==> config.mk <==
export PLATFORM = sky130hd
export DESIGN_NAME = xlat_ctl_regs
export DESIGN_NICKNAME = d
export VERILOG_FILES = /design/src/rtl/xlat_regs_pkg.sv /design/src/rtl/xlat_rst_sync.sv /design/src/rtl/xlat_reg_decode.sv /design/src/rtl/xlat_window_dec.sv /design/src/rtl/xlat_fault_unit.sv /design/src/rtl/xlat_ctl_regs.sv
export SDC_FILE = /design/constraint.sdc
export NUM_CORES = 1
export LEC_CHECK = 0
export ABC_AREA = 1
export BUFFER_PORTS_ARGS = -buffer_cell sky130_fd_sc_hd__buf_2
export CAP_MARGIN = 15
export CORE_UTILIZATION = 30
export DETAILED_ROUTE_END_ITERATION = 7
export SLEW_MARGIN = 20
export SYNTH_ARGS = -nofsm -noshare
export SYNTH_HDL_FRONTEND = slang
export SYNTH_SLANG_ARGS = --single-unit
==> constraint.sdc <==
create_clock -name clk -period 7.45 [get_ports clk]
set_clock_uncertainty 0.15 [all_clocks]
set_input_delay 1.8625 -clock clk [delete_from_list [all_inputs] [get_ports clk]]
set_output_delay 1.8625 -clock clk [all_outputs]
set_load 0.02 [all_outputs]
==> src/rtl/xlat_regs_pkg.sv <==
package xlat_regs_pkg;

  localparam int unsigned DW = 32;

  // word indices (byte offset >> 2)
  localparam int W_CTRL   = 'h000;
  localparam int W_BASE   = 'h001;
  localparam int W_TFLUSH = 'h005;
  localparam int W_PFLUSH = 'h006;
  localparam int W_FSTAT  = 'h400;
  localparam int W_FADDR  = 'h401;
  localparam int W_ARBEN  = 'h402;
  localparam int W_SLOT0  = 'h404;
  localparam int W_SBARB  = 'h800;
  localparam int W_MASKID = 'hC06;

  localparam logic [DW-1:0] BASE_KEEP  = 32'h07FF_FC00;
  localparam logic [DW-1:0] FSTAT_KEEP = 32'hFF0F_FFFF;
  localparam logic [DW-1:0] FSTAT_ONE  = 32'h0080_0000;
  localparam logic [DW-1:0] ARBEN_KEEP = 32'h801F_000F;
  localparam logic [DW-1:0] ARBEN_ONE  = 32'h0000_0001;
  localparam logic [DW-1:0] SLOT_KEEP  = 32'h0001_0003;
  localparam logic [DW-1:0] SBARB_KEEP = 32'h001F_0000;
  localparam logic [DW-1:0] SBARB_ONE  = 32'h0000_0008;
  localparam logic [DW-1:0] MASKID_KEEP = 32'h00FF_FFFF;

  localparam logic [DW-1:0] ARBEN_RST  = 32'h0000_0003;
  localparam logic [DW-1:0] MASKID_RST = 32'h2300_0000;

  // fault capture fields
  localparam logic [DW-1:0] FCAP_BASE = 32'hC082_0000; // err, late, fixed one, addr valid
  localparam logic [DW-1:0] FCAP_RD   = 32'h0004_0000;

  typedef enum logic [3:0] {
    SEL_NONE, SEL_CTRL, SEL_BASE, SEL_TFLUSH, SEL_PFLUSH,
    SEL_FSTAT, SEL_FADDR, SEL_ARBEN, SEL_SLOT, SEL_SBARB, SEL_MASKID
  } reg_sel_e;

endpackage

==> src/rtl/xlat_rst_sync.sv <==
module xlat_rst_sync (
  input  logic clk,
  input  logic rst_n_in,
  output logic rst_n_out
);
  logic [1:0] stage_q;

  always_ff @(posedge clk or negedge rst_n_in) begin
    if (!rst_n_in) stage_q <= 2'b00;
    else           stage_q <= {stage_q[0], 1'b1};
  end

  assign rst_n_out = stage_q[1];
endmodule

==> src/rtl/xlat_reg_decode.sv <==
module xlat_reg_decode
  import xlat_regs_pkg::*;
#(
  parameter int AW    = 14,
  parameter int NSLOT = 4,
  parameter int SIW   = 2
) (
  input  logic [AW-1:0]  addr,
  output reg_sel_e       sel,
  output logic [SIW-1:0] slot_idx
);
  logic [AW-1:0]    waddr;
  logic [NSLOT-1:0] slot_hit;

  assign waddr = addr >> 2;

  for (genvar g = 0; g < NSLOT; g++) begin : g_slot_hit
    assign slot_hit[g] = (waddr == AW'(W_SLOT0 + g));
  end

  always_comb begin
    sel      = SEL_NONE;
    slot_idx = '0;
    case (waddr)
      AW'(W_CTRL):   sel = SEL_CTRL;
      AW'(W_BASE):   sel = SEL_BASE;
      AW'(W_TFLUSH): sel = SEL_TFLUSH;
      AW'(W_PFLUSH): sel = SEL_PFLUSH;
      AW'(W_FSTAT):  sel = SEL_FSTAT;
      AW'(W_FADDR):  sel = SEL_FADDR;
      AW'(W_ARBEN):  sel = SEL_ARBEN;
      AW'(W_SBARB):  sel = SEL_SBARB;
      AW'(W_MASKID): sel = SEL_MASKID;
      default:       sel = SEL_NONE;
    endcase
    for (int i = 0; i < NSLOT; i++) begin
      if (slot_hit[i]) begin
        sel      = SEL_SLOT;
        slot_idx = SIW'(i);
      end
    end
  end
endmodule

==> src/rtl/xlat_window_dec.sv <==
module xlat_window_dec #(
  parameter int RW     = 3,
  parameter int MINLOG = 24
) (
  input  logic [RW-1:0] code,
  output logic [31:0]   start
);
  assign start = 32'hFFFF_FFFF << (MINLOG + int'(code));
endmodule

==> src/rtl/xlat_fault_unit.sv <==
module xlat_fault_unit
  import xlat_regs_pkg::*;
(
  input  logic          clk,
  input  logic          rst_n,
  input  logic          host_wr_stat,
  input  logic          host_wr_addr,
  input  logic          host_touch,
  input  logic [DW-1:0] wdata,
  input  logic          cap_valid,
  input  logic          cap_read,
  input  logic [DW-1:0] cap_page,
  output logic [DW-1:0] stat_q,
  output logic [DW-1:0] addr_q,
  output logic          irq_q
);
  logic [DW-1:0] stat_d, addr_d;
  logic          irq_d;
  logic          stat_en, addr_en, irq_en;

  always_comb begin
    stat_d  = stat_q;
    addr_d  = addr_q;
    irq_d   = irq_q;
    stat_en = 1'b0;
    addr_en = 1'b0;
    irq_en  = 1'b0;
    if (cap_valid) begin
      stat_d  = FCAP_BASE | (cap_read ? FCAP_RD : '0);
      addr_d  = cap_page;
      irq_d   = 1'b1;
      stat_en = 1'b1;
      addr_en = 1'b1;
      irq_en  = 1'b1;
    end else begin
      if (host_wr_stat) begin
        stat_d  = (wdata & FSTAT_KEEP) | FSTAT_ONE;
        stat_en = 1'b1;
      end
      if (host_wr_addr) begin
        addr_d  = wdata;
        addr_en = 1'b1;
      end
      if (host_touch) begin
        irq_d  = 1'b0;
        irq_en = 1'b1;
      end
    end
  end

  always_ff @(posedge clk or negedge rst_n) begin
    if (!rst_n) begin
      stat_q <= FSTAT_ONE;
      addr_q <= '0;
      irq_q  <= 1'b0;
    end else begin
      if (stat_en) stat_q <= stat_d;
      if (addr_en) addr_q <= addr_d;
      if (irq_en)  irq_q  <= irq_d;
    end
  end
endmodule

==> src/rtl/xlat_ctl_regs.sv <==
module xlat_ctl_regs
  import xlat_regs_pkg::*;
#(
  parameter int          AW      = 14,
  parameter int          NSLOT   = 4,
  parameter int          RW      = 3,
  parameter logic [7:0]  IMPL_ID = 8'h00
) (
  input  logic          clk,
  input  logic          rst_n,
  input  logic          req_valid,
  input  logic          req_write,
  input  logic [AW-1:0] req_addr,
  input  logic [31:0]   req_wdata,
  output logic [31:0]   rd_data,
  input  logic          flt_valid,
  input  logic          flt_read,
  input  logic [31:0]   flt_page,
  output logic          xlat_en,
  output logic [31:0]   win_start,
  output logic [31:0]   tbl_base,
  output logic          fault_irq
);
  localparam int SIW    = (NSLOT > 1) ? $clog2(NSLOT) : 1;
  localparam int RLO    = 2;
  localparam int RHI    = RLO + RW - 1;
  localparam int PADW   = 32 - 8 - RW - 2;

  logic rst_sn;
  xlat_rst_sync u_rst (.clk(clk), .rst_n_in(rst_n), .rst_n_out(rst_sn));

  reg_sel_e       sel;
  logic [SIW-1:0] slot_idx;
  xlat_reg_decode #(.AW(AW), .NSLOT(NSLOT), .SIW(SIW)) u_dec (
    .addr(req_addr), .sel(sel), .slot_idx(slot_idx)
  );

  logic wr_any, rd_any;
  assign wr_any = req_valid &  req_write;
  assign rd_any = req_valid & ~req_write;

  // clock enables
  logic en_ctrl, en_base, en_tfl, en_pfl, en_arb, en_sbarb, en_mask;
  assign en_ctrl  = wr_any && (sel == SEL_CTRL);
  assign en_base  = wr_any && (sel == SEL_BASE);
  assign en_tfl   = wr_any && (sel == SEL_TFLUSH);
  assign en_pfl   = wr_any && (sel == SEL_PFLUSH);
  assign en_arb   = wr_any && (sel == SEL_ARBEN);
  assign en_sbarb = wr_any && (sel == SEL_SBARB);
  assign en_mask  = wr_any && (sel == SEL_MASKID);

  // state
  logic          ctrl_en_q, ctrl_en_d;
  logic [RW-1:0] ctrl_rng_q, ctrl_rng_d;
  logic [31:0]   win_q, win_d;
  logic [31:0]   base_q, base_d;
  logic [31:0]   tfl_q, tfl_d;
  logic [31:0]   pfl_q, pfl_d;
  logic [31:0]   arb_q, arb_d;
  logic [31:0]   sbarb_q, sbarb_d;
  logic [31:0]   mask_q, mask_d;

  xlat_window_dec #(.RW(RW), .MINLOG(24)) u_win (
    .code(req_wdata[RHI:RLO]), .start(win_d)
  );

  always_comb begin
    ctrl_en_d  = req_wdata[0];
    ctrl_rng_d = req_wdata[RHI:RLO];
    base_d     = req_wdata & BASE_KEEP;
    tfl_d      = req_wdata;
    pfl_d      = req_wdata;
    arb_d      = (req_wdata & ARBEN_KEEP) | ARBEN_ONE;
    sbarb_d    = (req_wdata & SBARB_KEEP) | SBARB_ONE;
    mask_d     = mask_q | (req_wdata & MASKID_KEEP);
  end

  always_ff @(posedge clk or negedge rst_sn) begin
    if (!rst_sn) begin
      ctrl_en_q  <= 1'b0;
      ctrl_rng_q <= '0;
      win_q      <= '0;
      base_q     <= '0;
      tfl_q      <= '0;
      pfl_q      <= '0;
      arb_q      <= ARBEN_RST;
      sbarb_q    <= SBARB_ONE;
      mask_q     <= MASKID_RST;
    end else begin
      if (en_ctrl) begin
        ctrl_en_q  <= ctrl_en_d;
        ctrl_rng_q <= ctrl_rng_d;
        win_q      <= win_d;
      end
      if (en_base)  base_q  <= base_d;
      if (en_tfl)   tfl_q   <= tfl_d;
      if (en_pfl)   pfl_q   <= pfl_d;
      if (en_arb)   arb_q   <= arb_d;
      if (en_sbarb) sbarb_q <= sbarb_d;
      if (en_mask)  mask_q  <= mask_d;
    end
  end

  // per-slot configuration words
  logic [31:0] slot_rd [NSLOT];
  for (genvar g = 0; g < NSLOT; g++) begin : g_slot
    logic        en;
    logic [31:0] d, q;
    assign en = wr_any && (sel == SEL_SLOT) && (slot_idx == SIW'(g));
    assign d  = req_wdata & SLOT_KEEP;
    always_ff @(posedge clk or negedge rst_sn) begin
      if (!rst_sn)  q <= '0;
      else if (en)  q <= d;
    end
    assign slot_rd[g] = q;
  end

  // fault record
  logic [31:0] fstat_q, faddr_q;
  logic        irq_q;
  logic        hit_fault;
  assign hit_fault = (sel == SEL_FSTAT) || (sel == SEL_FADDR);

  xlat_fault_unit u_flt (
    .clk(clk), .rst_n(rst_sn),
    .host_wr_stat(wr_any && (sel == SEL_FSTAT)),
    .host_wr_addr(wr_any && (sel == SEL_FADDR)),
    .host_touch(req_valid && hit_fault),
    .wdata(req_wdata),
    .cap_valid(flt_valid), .cap_read(flt_read), .cap_page(flt_page),
    .stat_q(fstat_q), .addr_q(faddr_q), .irq_q(irq_q)
  );

  // read path
  always_comb begin
    rd_data = '0;
    if (rd_any) begin
      case (sel)
        SEL_CTRL:   rd_data = {IMPL_ID, {PADW{1'b0}}, ctrl_rng_q, 1'b0, ctrl_en_q};
        SEL_BASE:   rd_data = base_q;
        SEL_TFLUSH: rd_data = tfl_q;
        SEL_PFLUSH: rd_data = pfl_q;
        SEL_FSTAT:  rd_data = fstat_q;
        SEL_FADDR:  rd_data = faddr_q;
        SEL_ARBEN:  rd_data = arb_q;
        SEL_SLOT:   rd_data = slot_rd[slot_idx];
        SEL_SBARB:  rd_data = sbarb_q;
        SEL_MASKID: rd_data = mask_q;
        default:    rd_data = '0;
      endcase
    end
  end

  assign xlat_en   = ctrl_en_q;
  assign win_start = win_q;
  assign tbl_base  = base_q;
  assign fault_irq = irq_q;
endmodule

== Word level (Yosys, flattened, before mapping) ==
Index checks and enable logic that the tools add are counted.

* Input bits: 84
* Logic and storage cells: 100
* Register bits after elaboration: 242

* $lt $le $gt $ge: 1
* Reductions and logical operators: 24
* Mux-type cells: 26
* Shift-type cells: 1
* Bitwise operators: 5
* $add $sub $neg: 1
* Equal/unequal tests: 25

{| class="wikitable"
|+ Operator list
! operator !! number
|-
| $pmux W32 S10 || 1
|-
| $mux W32 || 7
|-
| $eq A12 B11 Y1 const B || 7
|-
| $bmux W32 S2 || 1
|-
| $pmux W4 S9 || 1
|-
| $or A32 B24 Y32 || 1
|-
| $shl A32 B32 Y32 const A || 1
|-
| $eq A12 B12 Y1 const B || 2
|-
| $eq A12 B3 Y1 const B || 2
|-
| $mux W19 || 1
|-
| $eq A4 B3 Y1 const B || 4
|-
| $mux W4 || 4
|-
| $logic_and A1 B1 Y1 || 15
|-
| $logic_not A14 Y1 || 1
|-
| $eq A12 B1 Y1 const B || 1
|-
| $eq A4 B4 Y1 const B || 3
|-
| $mux W1 || 9
|-
| $eq A4 B2 Y1 const B || 2
|-
| $add A5 B3 Y6 const A || 1
|-
| $reduce_and A2 Y1 || 3
|-
| $reduce_bool A2 Y1 || 3
|-
| $eq A2 B2 Y1 const B || 2
|-
| $eq A4 B1 Y1 const B || 1
|-
| $mux W2 || 2
|-
| 7 further kinds || 8
|}

== Depth between registers and ports, before layout ==
Gate-level depths: netlist of the first run.

* Depth in word-level cells: 12
* Gate-level depth with buffers: 15
* Mapped depth without buffers: 14

== By module ==
From an unflattened synthesis of the first run, not the netlist that was laid out.

* Cells, all modules: 1385
* Area total of the unflattened synthesis: 11307.1 um^2

{| class="wikitable"
|+ Modules (own cells, without submodules)
! module !! sequential area each (um^2) !! times used !! cells an instance !! area each (um^2)
|-
| xlat_ctl_regs || 4180.3 || 1 || 970 || 8051.5
|-
| xlat_fault_unit || 1526.5 || 1 || 316 || 2670.1
|-
| xlat_reg_decode || 0.0 || 1 || 60 || 296.5
|-
| xlat_window_dec || 0.0 || 1 || 36 || 235.2
|-
| xlat_rst_sync || 50.0 || 1 || 3 || 53.8
|}

== Least setup slack after synthesis of the first run ==
OpenSTA, ideal clock, no wires.

* Kind: input to output
* Start: input port req_addr[13]
* End: output port rd_data[31]
* Path slack: 2136 ps
* Arrival time: 3302 ps
* Cell stages on the path: 11
* Data required time: 5438 ps
* Cell sequence: inv_1 -> nand2_1 -> nor2_2 -> buf_6 -> inv_2 -> nor2_4 -> inv_2 -> buf_2 -> o21ai_0 -> a221oi_1 -> a21oi_1

* Cells in the longest elaborated chain, start to end: 10

{| class="wikitable"
|+ RTL lines
! item !! line !! text
|-
| start: declaration || xlat_ctl_regs.sv:13 || <nowiki>input logic [AW-1:0] req_addr,</nowiki>
|-
| branches (longest 8 deep; another with $eq A12 B12 Y1) || -- ||
|-
| $pmux W32 S10 * || xlat_ctl_regs.sv:138 || <nowiki>case (sel)</nowiki>
|-
| $mux W32 * || xlat_ctl_regs.sv:137 || <nowiki>if (rd_any) begin</nowiki>
|-
| end: declaration || xlat_ctl_regs.sv:15 || <nowiki>output logic [31:0] rd_data,</nowiki>
|}

Every way passes the cells marked *. The select of a mux whose other input is x is not followed.

== Worst setup path after layout of the first run ==
* Start: input port req_addr[13]
* End: output port rd_data[15]

Same word-level chain as after synthesis.

==> results of run 1 <==
flip-flops by register name, indices dropped and copies added (netlist names):
signal,cells
arb_q,9
u_flt.stat_q,28
u_rst.stage_q,2
win_start,8
u_flt.addr_q,32
g_slot.q,12
mask_q,24
tbl_base,17
sbarb_q,5
pfl_q,32
ctrl_rng_q,3
u_flt.irq_q,1
tfl_q,32
xlat_en,1
layout by cell type, fill, tap and decap left out, drive strengths merged, types with 11 or more instances in the layout:
cell type	synthesis	layout
a21oi	16	16
a22oi	17	17
a31oi	11	11
buf	66	153
clkbuf	30	37
conb	2	40
dfrtp	205	205
inv	138	138
nand2	314	314
nand3	21	21
nand4	31	31
nor2	96	96
o21ai	183	183
o22ai	11	11
critical path, cell delays in order:
cell	delay, ns
buf_2	0.10
inv_1	0.08
nand2_1	0.06
nor2_2	0.53
nand2_4	0.27
nand2_1	0.13
inv_1	0.07
nand2_4	0.23
nor2_1	0.19
nand3_1	0.14
inv_2	0.14
nand2_1	0.08
nand2_1	0.04
nor3_1	0.21
nor2_1	0.08
buf_2	0.17
power by group:
group          total, W  internal (W)  switching, W
clock           0.00118      0.000722      0.000457
sequential      0.00117       0.00115     0.0000172
combinational  0.000156     0.0000428      0.000114
through the flow:
stage / cell area (sq um) / util [%]
after floorplan: 10100 / -
after global placement: 10900 / 33.4
after detailed placement: 10900 / 33.4
after CTS: 11700 / 35.8
after global routing: 11700 / 35.8
final: 11700 / 35.8
final cells by class:
cell class,count,area [sq um]
clock buffer,37,711
clock inverter,6,80.1
fill,3461,21000
inverter,139,522
multi-input combinational,796,3890
sequential,206,5160
tap,442,553
timing repair buffer,153,811
kinds of logic (layout without fill, tap and decap cells):
family / count (synthesis) / after routing
and+or+nand+nor: 470 / 470
AOI/OAI and AO/OA: 283 / 283
buffers and inverters: 235 / 335
DFF: 206 / 206
muxes: 3 / 3
other: 2 / 40
worst min-delay path by stage:
stage	to	slack, ns	depth (start not counted)
floorplan	u_rst.stage_q[1]	0.18	0
detailed placement	sbarb_q[19]	0.12	0
global placement	sbarb_q[19]	0.12	0
CTS	sbarb_q[19]	0.13	0
global route	sbarb_q[19]	0.14	0
finish	sbarb_q[19]	0.11	0
per-layer routing:
metal / vias up / GRT usage, % / part of all wire, %
met5: - / 0 / 0
met4: 0 / 5.20 / 2.5
met3: 50 / 2.85 / 6.5
met2: 307 / 30.8 / 46
met1: 4209 / 25.5 / 45
li1: 4084 / - / -
==> flow_results.org, run 1 <==
** Run status
- Run status :: finished, final reports clean

** STA
- Total Neg Setup Slack :: 0 ns
- Number of pins exceeding their max-slew limit in the final report :: 0
- Headroom to the max-slew limit came out at 30.2%.
- Setup violations remaining at the end of the flow were counted as 0.
- The worst path needs roughly 6.4 ns of the cycle, external delays included.
- Worst hold margin :: between 0.1 and 0.15 ns
- The worst path uses 86.0% of the clock period.
- Setup repair after global routing left no endpoint under its margin.
- Timing would allow up to around 160 MHz.
- Least setup slack across all paths after layout :: roughly 1.0 ns
- Transition time at the pin with the least slew margin :: 1.05 ns
- Number of hold violations in the final report :: 0

** Cells and area
- Compared with the post-synthesis result, the final layout area differs by 17.2%.
- In the final layout, the share of cells above drive strength 1 is between 10% and 20%.
- At the end of the flow, the number of nets in the layout was 1404.
- Non-filler instance count after layout :: ~1.8k
- Number of diodes :: 0

** Global routing
- Global-route wire length before repair :: roughly 49000 um
- Largest net degree at the start of global routing :: between 150 and 200
- The total overflow left after global routing is 0.
- GRT Util Overall :: between 10% and 20%
- The number of antenna violations at the first check in global routing is 0.
- Number of global-route vias before repair :: around 8.5k

** Worst setup path
- Along the worst path, the maximum fanout reaches 13.
- The endpoint identified for the worst register-to-register timing path is win_start[26].
- In this run the critical register-to-register path is launched from u_rst.stage_q[1].
- Endpoint of the worst setup timing path :: rd_data[15]
- The number of cells on the worst reg-to-reg path is 1.
- Arrival time of the worst setup path :: between 4 and 5 ns
- Critical path required time :: about 5.4 ns
- The setup check on the worst reg-to-reg path leaves a slack of between 5 and 6 ns.
- The most critical setup path has its startpoint at req_addr[13].
- CP Launch Type :: primary input
- The critical path in this run is classified as in -> out.
- STA classifies the critical path endpoint as a primary output.

** Place
- Worst slack after detailed placement :: ~1.1 ns
- RD Place Congestion :: ~0.8
- In this run the tool buffered the top-level ports with between 100 and 150 buffer cells.
- The wire-length estimate of the detail-placed layout is between 20000 and 25000 um.
- Once placement completed, the tool counted placed cells totaling between 1.5k and 2k.

** Logic synthesis
- Of the total synthesized cell area, the portion taken by full adders, half adders and majority gates is 0%.
- Yosys mapped a number of flops with a built-in enable equal to 0.
- In this run the cell area of the synthesized design comes to approximately 0.01 sq mm.
- Yosys attributes the largest share of cell area to dfrtp_1, nand2_1, o21ai_0, inv_1, buf_4.
- Summed over all instances, the cell type with the most area after synthesis is dfrtp_1.
- Summing the areas of all and, or, nand and nor instances in the mapped netlist gives 20.2% of the synthesized area.
- The synthesized design contains 206 register bits.
- Mean post-synth cell area :: 8.34 sq um
- Synthesis produced between 1k and 1.5k cells.
- Combinational family with the most area after synthesis :: simple AND/OR/NAND/NOR gates
- Area share of the leading cell type in the synthesized netlist :: between 50% and 60%
- Yosys warning total :: 0
- For this run, asynchronously set or reset flops after synthesis account for 100%.
- The portion of synthesized area spent on multiplexers is 0.338%.
- Most numerous cell types in the synthesized netlist :: nand2_1, dfrtp_1, o21ai_0
- Parity-gate share of the synthesized area counting xor and xnor cells :: 0%
- nand2_1 is the most common cell in the netlist.
- For this run, the leading register cell type out of synthesis is dfrtp_1.
- Unique cell type count in the Yosys netlist :: 46
- Sequential-to-total area share from yosys stat :: 51.5%
- The synthesized netlist devotes about 17% of its cell area to compound gates.

** Drt
- Total detailed-routing wirelength :: ~31000 um
- Dividing the detail-routed via count by the number of cells gives 4.86.
- Wire per inst :: ~18 um
- # DRC :: 0
- In this run the remaining antenna-violating nets after routing total 0.
- After the first detailed-routing iteration, the DRC count stood at approximately 700.
- Number of detailed-route iterations in the first pass :: 5
- The routed layout has between 8k and 9k vias.

** Clocking
- In this run, CTS created clock tree buffers numbering 24.
- At the later pin of the worst-skew pair, clock insertion delay measures slightly above 0.5 ns.
- Clk Tree Root Cell :: clkbuf_16
- For this design, the CTS-stage hold fixing added 0 buffers.
- CTS saw between 200 and 250 sinks.
- Post-CTS repair changed the size of 0 cells.
- Post-CTS timing repair inserted 0 buffers for setup.
- The clock passes through at most 3 buffers.
- In this run the number of H-tree levels came out at 1.
- TritonCTS built the clock tree.
- Reg clk slew, reported paths :: about 0.06 ns

** Pwr
- The completed layout was analyzed and its total power is roughly 0.0025 W.
- For this design the static power due to leakage is slightly below 6 nW.
- IR Drop Worst-Case VDD :: 0.000129 V
- In this run the power density over the cells is between 200 and 250 mW/mm^2.

** Floorplan
- Core region area :: about 0.033 sq mm
- The floorplan step set the die height to 185 um.
- In this run the horizontal extent of the chip is around 180 um.
- 182 I/O pins were placed.
- The floorplan step defined a die boundary enclosing between 0.03 and 0.04 sq mm.
- For this configuration, the core starts out at a cell density of 30.6%.
- Std-Cell Rows :: 66

** Min path
- Hold Crit Class :: reg -> async

** Flow run
- Count of maximum capacitance violations :: 0
Power figures use the tool's default switching activity.
==> run 2: changes to the inputs <==
--- a/config.mk
+++ b/config.mk
@@ -9,6 +9,7 @@
 export BUFFER_PORTS_ARGS = -buffer_cell sky130_fd_sc_hd__buf_2
 export CAP_MARGIN = 15
 export CORE_UTILIZATION = 30
+export CTS_BUF_LIST = sky130_fd_sc_hd__clkbuf_4
 export DETAILED_ROUTE_END_ITERATION = 7
 export SLEW_MARGIN = 20
 export SYNTH_ARGS = -nofsm -noshare
==> flow_results.org, run 2 (synthesis gave the netlist of run 1 again) <==
** Global routing
- The first-pass GRT wire length was 49400 um (+1.2%).
- Largest net degree at the start of global routing :: 177 (unchanged)
- Initial antenna violation count :: 1 (+1)
- GRT Util Overall :: 19.0% (+0.26 points)
- Final global-route overflow total :: 0 (unchanged)
- The number of global-route vias before repair came to 8746 (+3.2%).

** Floorplan
- The boundary pin count came to 182 (unchanged).
- The die outline area came to 0.0341 sq mm (unchanged).
- The standard cell core area is 0.0327 sq mm (unchanged).
- The floorplan die height is 185 um (unchanged).
- Std-Cell Rows :: 66 (unchanged)
- The starting density of the core came to 30.6% (unchanged).
- The horizontal extent of the die is 185 um (unchanged).

** Clocking
- TritonCTS clock tree :: built
- Number of buffers inserted during clock tree synthesis :: 56 (+130%)
- The count of clock tree sinks was 206 (unchanged).
- The root buffer cell chosen for the clock tree is clkbuf_4.
- Number of gates resized after cts :: 0 (unchanged)
- The clock transition at the registers of the reported paths was 0.07 ns (about the same).
- The buffer levels on the longest clock path came to 3 (unchanged).
- H-tree lvl count :: 2 (+1)
- The latest clock arrival within the worst-skew pair was 0.69 ns (+0.18 ns).
- Count of hold-fix buffers inserted at cts :: 0 (unchanged)
- The number of setup buffers added after CTS came to 0 (unchanged).

** Worst setup path
- Cells along the critical path :: buf_2, inv_1, nand2_1, nor2_2, nand2_4, nand2_1, inv_1, nand2_4, nor2_1, nand3_1, inv_2, nand2_1, nand2_1, nor3_1, nor2_1, buf_2
- Crit path max fanout :: 13 (unchanged)
- Depth of the most critical reg-to-reg path :: 1 (unchanged)
- The critical path required time is 5.44 ns (about the same).
- The worst setup path is launched from a primary input.
- The delay of the slowest cell on the worst path came to 0.53 ns (about the same).
- The critical path arrival was 4.36 ns (-0.04 ns).
- The slowest stage of the critical path is the nor2_2 cell.
- Crit. End Element :: primary output
- In this design, the critical path's most frequently occurring cell is nand2_1.
- Critical path buffers and inverters :: 5 (unchanged)
- Top cell family by delay on the critical path :: simple AND/OR/NAND/NOR gates
- Total number of cells along the worst setup path :: 16 (unchanged)
- Type of the worst setup path :: in -> out

** Place
- The estimated wirelength of the detail-placed design is 20400 um (unchanged).
- The count of placed standard cells including taps was 1736 (unchanged).
- Port Buf Inserts :: 140 (unchanged)
- The final weighted congestion in routability-driven placement came to 0.794 (unchanged).

** Run status
- The flow ran to the end, and the final reports show no timing, DRC or antenna violations.

** Cells and area
- Commonest cells after routing, fill and taps aside :: nand2_1, dfrtp_1, o21ai_0, buf_2, inv_1
- The final cell count without fillers came to 1836 (+3.2%).
- Most common cell after layout, fill and taps aside :: nand2_1
- Final core occ :: 35.7% (-0.16 points)
- Syn-to-layout area delta :: 16.7%
- The register area came to 0.00516 sq mm (unchanged).
- Final layout net count :: 1436 (+2.3%)
- Fill cells :: 3514 (+1.5%)
- The largest registers in the layout are pfl_q: 32 flops, tfl_q: 32 flops, u_flt.addr_q: 32 flops.
- Multi-input combinational cell area :: 0.00389 sq mm (unchanged)
- Share of post-route cells with drive strength above 1 :: 21.2% (+3.4 points)

** Drt
- Total number of vias :: 8866 (+2.5%)
- Number of detailed-route iterations in the first pass :: 5 (unchanged)
- Vias per Instance :: 4.83 (-0.68%)
- The remaining design rule violation count came to 0 (unchanged).
- Wire per inst :: 17.2 um (-1.9%)
- The iteration-0 DRC count of the detailed router is 629 (-9.8%).
- The total wire length after detailed routing was 31600 um (+1.2%).
- Routed Antenna Nets :: 0 (unchanged)

** Pwr
- The leakage power came to 5.98 nW (+0.89%).
- The total power came to 0.00237 W (-5.4%).
- The maximum VDD drop was 0.000101 V (-22%).
- Power density relative to cell area :: 203 mW/mm^2 (-4.9%)

** Flow run
- The total of max-cap violations came to 0 (unchanged).

** STA
- Number of hold violations in the final report :: 0 (unchanged)
- Setup repair after global routing missed its margin :: no
- Relative slew margins :: 31.4% (+1.2 points)
- The final critical-path share of the clock period was 85.5% (-0.49 points).
- Upper clock frequency limit :: 157 MHz (+0.58%)
- Shortest period the worst path allows :: 6.37 ns (-0.0368 ns)
- Number of pins exceeding their max-slew limit in the final report :: 0 (unchanged)
- The final total negative setup slack is 0 ns (unchanged).
- The final-report setup violation count is 0 (unchanged).
- The transition time at the pin with the least slew margin came to 1.03 ns (-0.0175 ns).

** Min path
- The worst hold path belongs to the class reg -> async.
-- run 2: cell count changes in the layout (fill, tap and decap cells not counted), sizes merged --
cell / delta
bufinv: -1
clkbuf: +53
clkinv: +4
diode: +1
-- run 2: area by class of cell --
class	instances	area share (%)
Sequential cell	206	44.2
Multi-Input combinational cell	796	33.3
Timing Repair Buffer	153	6.95
Clock buffer	90	5.79
Tap cell	442	4.74
Inverter	139	4.47
Clock inverter	9	0.525
Antenna cell	1	0.0214
-- run 2: per-stage QoR --
step                      area (sq um)  hold slack, ns  setup slack (ns)
after floorplan                  10100           0.181              1.14
after global placement           10900           0.120              1.10
after detailed placement         10900           0.122              1.10
after CTS                        11700           0.124              1.09
after global routing             11700           0.134             0.942
final                            11700          0.0973              1.08
-- run 2: layer usage --
layer	part of all wire, %	track usage, %	vias to the layer above
met5	0.19	1.33	-
met4	3.0	7.57	2
met3	7.0	2.94	67
met2	46	30.0	368
met1	44	25.9	4244
li1	-	-	4185
-- run 2: final timing paths --
check                                   endpoint        startpoint  slack (ns)
worst max-delay path                 rd_data[15]      req_addr[13]        1.08
worst max register to register          tfl_q[6]  u_rst.stage_q[1]        5.72
worst min register to register        mask_q[19]  u_rst.stage_q[1]         0.1
max in group asynchronous               tfl_q[6]  u_rst.stage_q[1]        5.72
worst min-delay path                  mask_q[19]  u_rst.stage_q[1]         0.1
min in group clk                u_rst.stage_q[1]  u_rst.stage_q[0]        0.21
-- run 2: report_power, final --
group,internal [W],total [W],switching [W]
clock network,0.000575,0.00105,0.000471
logic,0.0000428,0.000156,0.000114
registers,0.00115,0.00117,0.0000171
total,0.00177,0.00237,0.000602
==> run 3: changes to the inputs <==
--- a/config.mk
+++ b/config.mk
@@ -5,7 +5,6 @@
 export SDC_FILE = /design/constraint.sdc
 export NUM_CORES = 1
 export LEC_CHECK = 0
-export ABC_AREA = 1
 export BUFFER_PORTS_ARGS = -buffer_cell sky130_fd_sc_hd__buf_2
 export CAP_MARGIN = 15
 export CORE_UTILIZATION = 30
==> flow_results.org, run 3 <==
** Run status
- Run status :: finished, final reports clean

** Cells and area
- The library cell used most frequently in the layout, excluding fill and tap cells, is dfrtp_1.
- Commonest cells after routing, fill and taps aside :: dfrtp_1, buf_2, mux2_2, clkbuf_4, a21oi_1
- The ratio of cells with drive above 1 in the final layout is 37.0% (+16 points).
- Non-filler instance count after layout :: 1551 (-16%)
- Final core occ :: 36.5% (+0.86 points)
- Syn-to-layout area delta :: 18.8%
- Final layout net count :: 1145 (-20%)
- Registers with the most flip-flops :: pfl_q: 32 flops, tfl_q: 32 flops, u_flt.addr_q: 32 flops

** STA
- Setup repair after global routing left no endpoint under its margin.
- The post-layout minimum cycle time came to 6.33 ns (-0.0409 ns).
- Total Neg Setup Slack :: 0 ns (unchanged)
- Number of pins exceeding their max-slew limit in the final report :: 0 (unchanged)
- Worst hold margin :: 0.0735 ns (-0.0238 ns)
- Final period utilization :: 85.0% (-0.55 points)
- Upper clock frequency limit :: 158 MHz (+0.65%)
- The transition time at the pin with the least slew margin was 0.845 ns (-0.184 ns).
- The worst max-slew margin expressed relative to the limit is 43.5% (+12 points).
- The final count of hold timing violations came to 0 (unchanged).
- The final-report setup violation count came to 0 (unchanged).

** Global routing
- The number of global-route vias before repair was 8131 (-7.0%).
- Final global-route overflow total :: 0 (unchanged)
- The total global-route track usage was 18.7% (-0.34 points).
- Initial antenna violation count :: 5 (+4)
- Largest net degree at the start of global routing :: 135 (-24%)
- Global-route wire length before repair :: 48500 um (-1.8%)

** Logic synthesis
- Main flop type after synthesis :: dfrtp_1
- Unique cell type count in the Yosys netlist :: 58 (+26%)
- Yosys instantiated no cell more often than dfrtp_1.
- The fraction of registers with async set or reset after synthesis came to 100% (unchanged).
- Post-synthesis instance area :: 0.0101 sq mm (+0.79%)
- Most area-consuming cells after synthesis :: dfrtp_1, mux2_2, a21oi_1, a22oi_1, buf_4
- The biggest area contributor in the post-synthesis netlist is dfrtp_1.
- The number of synthesized flops with an enable pin is 0 (unchanged).
- The number of warnings issued by yosys came to 0 (unchanged).
- Post-synthesis cell count :: 896 (-25%)
- The sequential share of the synthesized area is 51.1% (-0.40 points).
- Area share of the leading cell type in the synthesized netlist :: 50.9% (-0.40 points)
- Most numerous cell types in the synthesized netlist :: dfrtp_1, mux2_2, a21oi_1
- Mean post-synth cell area :: 11.3 sq um (+35%)
- The register bit count reported by yosys came to 206 (unchanged).

** Clocking
- The latest clock arrival within the worst-skew pair came to 0.69 ns (about the same).
- The count of clock tree sinks was 206 (unchanged).
- TritonCTS built the clock tree.
- Number of gates resized after cts :: 0 (unchanged)
- The cell sitting at the root of the clock tree is a clkbuf_4.
- The clock transition at the registers of the reported paths is 0.07 ns (about the same).
- Count of hold-fix buffers inserted at cts :: 0 (unchanged)
- The number of setup buffers added after CTS came to 0 (unchanged).
- Number of buffers inserted during clock tree synthesis :: 59 (+5.4%)
- Clk buf depth :: 3 (unchanged)
- The number of levels in the clock H-tree came to 2 (unchanged).

** Min path
- The tightest min-delay check is of the reg -> async type.

** Floorplan
- Count of boundary I/O pins :: 182 (unchanged)
- Initial cell density of the core :: 30.8% (+0.16 points)
- Core region area :: 0.0328 sq mm (+0.25%)
- Std-Cell Rows :: 66 (unchanged)
- Die width :: 185 um (+0.39%)
- The floorplan die height is 185 um (+0.39%).
- Die footprint :: 0.0343 sq mm (+0.78%)

** Drt
- The number of vias in the routed layout was 8089 (-8.8%).
- The iteration-0 DRC count of the detailed router came to 605 (-3.8%).
- The via density per instance was 5.22 (+8.0%).
- The antenna violation net count after detailed routing is 0 (unchanged).
- Uppermost metal layer occupied by signal nets :: met5
- The total wire length after detailed routing came to 31700 um (+0.33%).
- Number of detailed-route iterations in the first pass :: 5 (unchanged)
- Wire length on met3 :: 2390 um (+7.8%)
- Total met2 wirelength after detailed routing :: 14300 um (-0.49%)
- WL met1 :: 14300 um (+2.5%)
- The detail-routed net length per standard cell was 20.4 um (+19%).
- # DRC :: 0 (unchanged)

** Pwr
- Part of the power in the clock network :: 45.0% (+0.9 points)
- Part of the power in combinational logic :: 7.0% (+0.4 points)
- The power density relative to cell area was 200 mW/mm^2 (-1.6%).
- The part of the total power dissipated in sequential elements was 48.0% (-1.3 points).
- The internal power summed over all cells came to 0.00177 W (-0.17%).
- The net switching share of the total power is 26.3% (+0.88 points).
- Net Switching :: 0.000629 W (+4.5%)
- Static leakage :: 5.85 nW (-2.2%)
- IR Drop Worst-Case VDD :: 0.000101 V (about the same)

** Place
- Port Buf Inserts :: 140 (unchanged)
- HPWL Detailed :: 20700 um (+1.7%)
- The count of placed standard cells including taps came to 1441 (-17%).
- RD Place Congestion :: 0.884 (+11%)

** Worst setup path
- The logic depth of the worst register-to-register path was 1 (unchanged).
- The critical path arrival was 4.32 ns (-0.04 ns).
- Critical path required time :: 5.44 ns (about the same)
- Beginning of the critical path :: req_addr[12]
- The worst setup path is captured at a primary output.
- Crit path max fanout :: 26 (+13)
- CP Launch Type :: primary input
- In this run the critical register-to-register path is launched from u_rst.stage_q[1].
- Type of the worst setup path :: in -> out

** Flow run
- The total of max-cap violations came to 0 (unchanged).
[run 3: cell count changes after synthesis, moves of 28 or more]
cell	delta
a22oi_1	+35
o21ai_0	-161
nand2_1	-246
inv_1	-128
a21oi_1	+61
mux2_2	+109
a21o_1	+28
nor2b_1	+40
nor2_1	-62
a31oi_1	+29
[run 3: routing by layer]
metal	up-vias	global-route usage (%)
li1	3612	-
met1	4069	25.6
met2	343	28.9
met3	59	4.46
met4	6	5.88
met5	-	0
[run 3: cells by family (layout without fill, tap and decap cells)]
kind of cell           count (synthesis)  in the layout  share of synthesized area [%]
AO/OA/AOI/OAI                        270            270                           18.4
buffers and inverters                107            278                           5.80
flip-flops                           206            206                           51.1
multiplexers                         128            128                           14.4
other                                  2             44                         0.0745
AND/OR/NAND/NOR                      183            183                           10.2
[run 3: area by class of cell]
| cell class | count | area (sq um) |
|---|---|---|
| Clock inverter | 15 | 86.3 |
| Antenna cell | 4 | 10.0 |
| Inverter | 2 | 7.51 |
| Tap cell | 442 | 553 |
| Timing Repair Buffer | 171 | 966 |
| Clock buffer | 90 | 676 |
| Fill cell | 3366 | 20800 |
| Multi-Input combinational cell | 621 | 4520 |
| Sequential cell | 206 | 5160 |
[run 3: through the flow]
stage / setup WS (ns) / area (sq um) / power [W]
after floorplan: 1.14 / 10200 / 0.00128
after global placement: 1.17 / 11200 / 0.00133
after detailed placement: 1.14 / 11200 / 0.00134
after CTS: 1.11 / 11900 / 0.00243
after global routing: 0.974 / 12000 / 0.00252
final: 1.12 / 12000 / 0.00239
[run 3: final timing paths]
| path | endpoint | slack, ns |
|---|---|---|
| max in group asynchronous | u_flt.addr_q[27] | 6.01 |
| min in group clk | u_rst.stage_q[1] | 0.20 |
| min | u_flt.stat_q[9] | 0.07 |
| max reg2reg | u_flt.addr_q[27] | 6.01 |
| min reg2reg | u_flt.stat_q[9] | 0.07 |
| max | rd_data[30] | 1.12 |
[run 3: worst max-delay path, stage by stage]
cell	delay [ns]
buf_2	0.31
nor4_1	0.47
nand3_1	0.13
buf_4	0.23
nor2_1	0.62
a22oi_1	0.20
a21oi_1	0.27
buf_2	0.21
[run 3: power groups by stage]
stage                     Clock (W)  Combinational [W]  Sequential (W)
after global placement            0           0.000159         0.00117
after global routing        0.00119           0.000186         0.00115
after floorplan                   0          0.0000989         0.00118
after CTS                   0.00112           0.000161         0.00115
final                       0.00108           0.000168         0.00115
after detailed placement          0           0.000160         0.00118
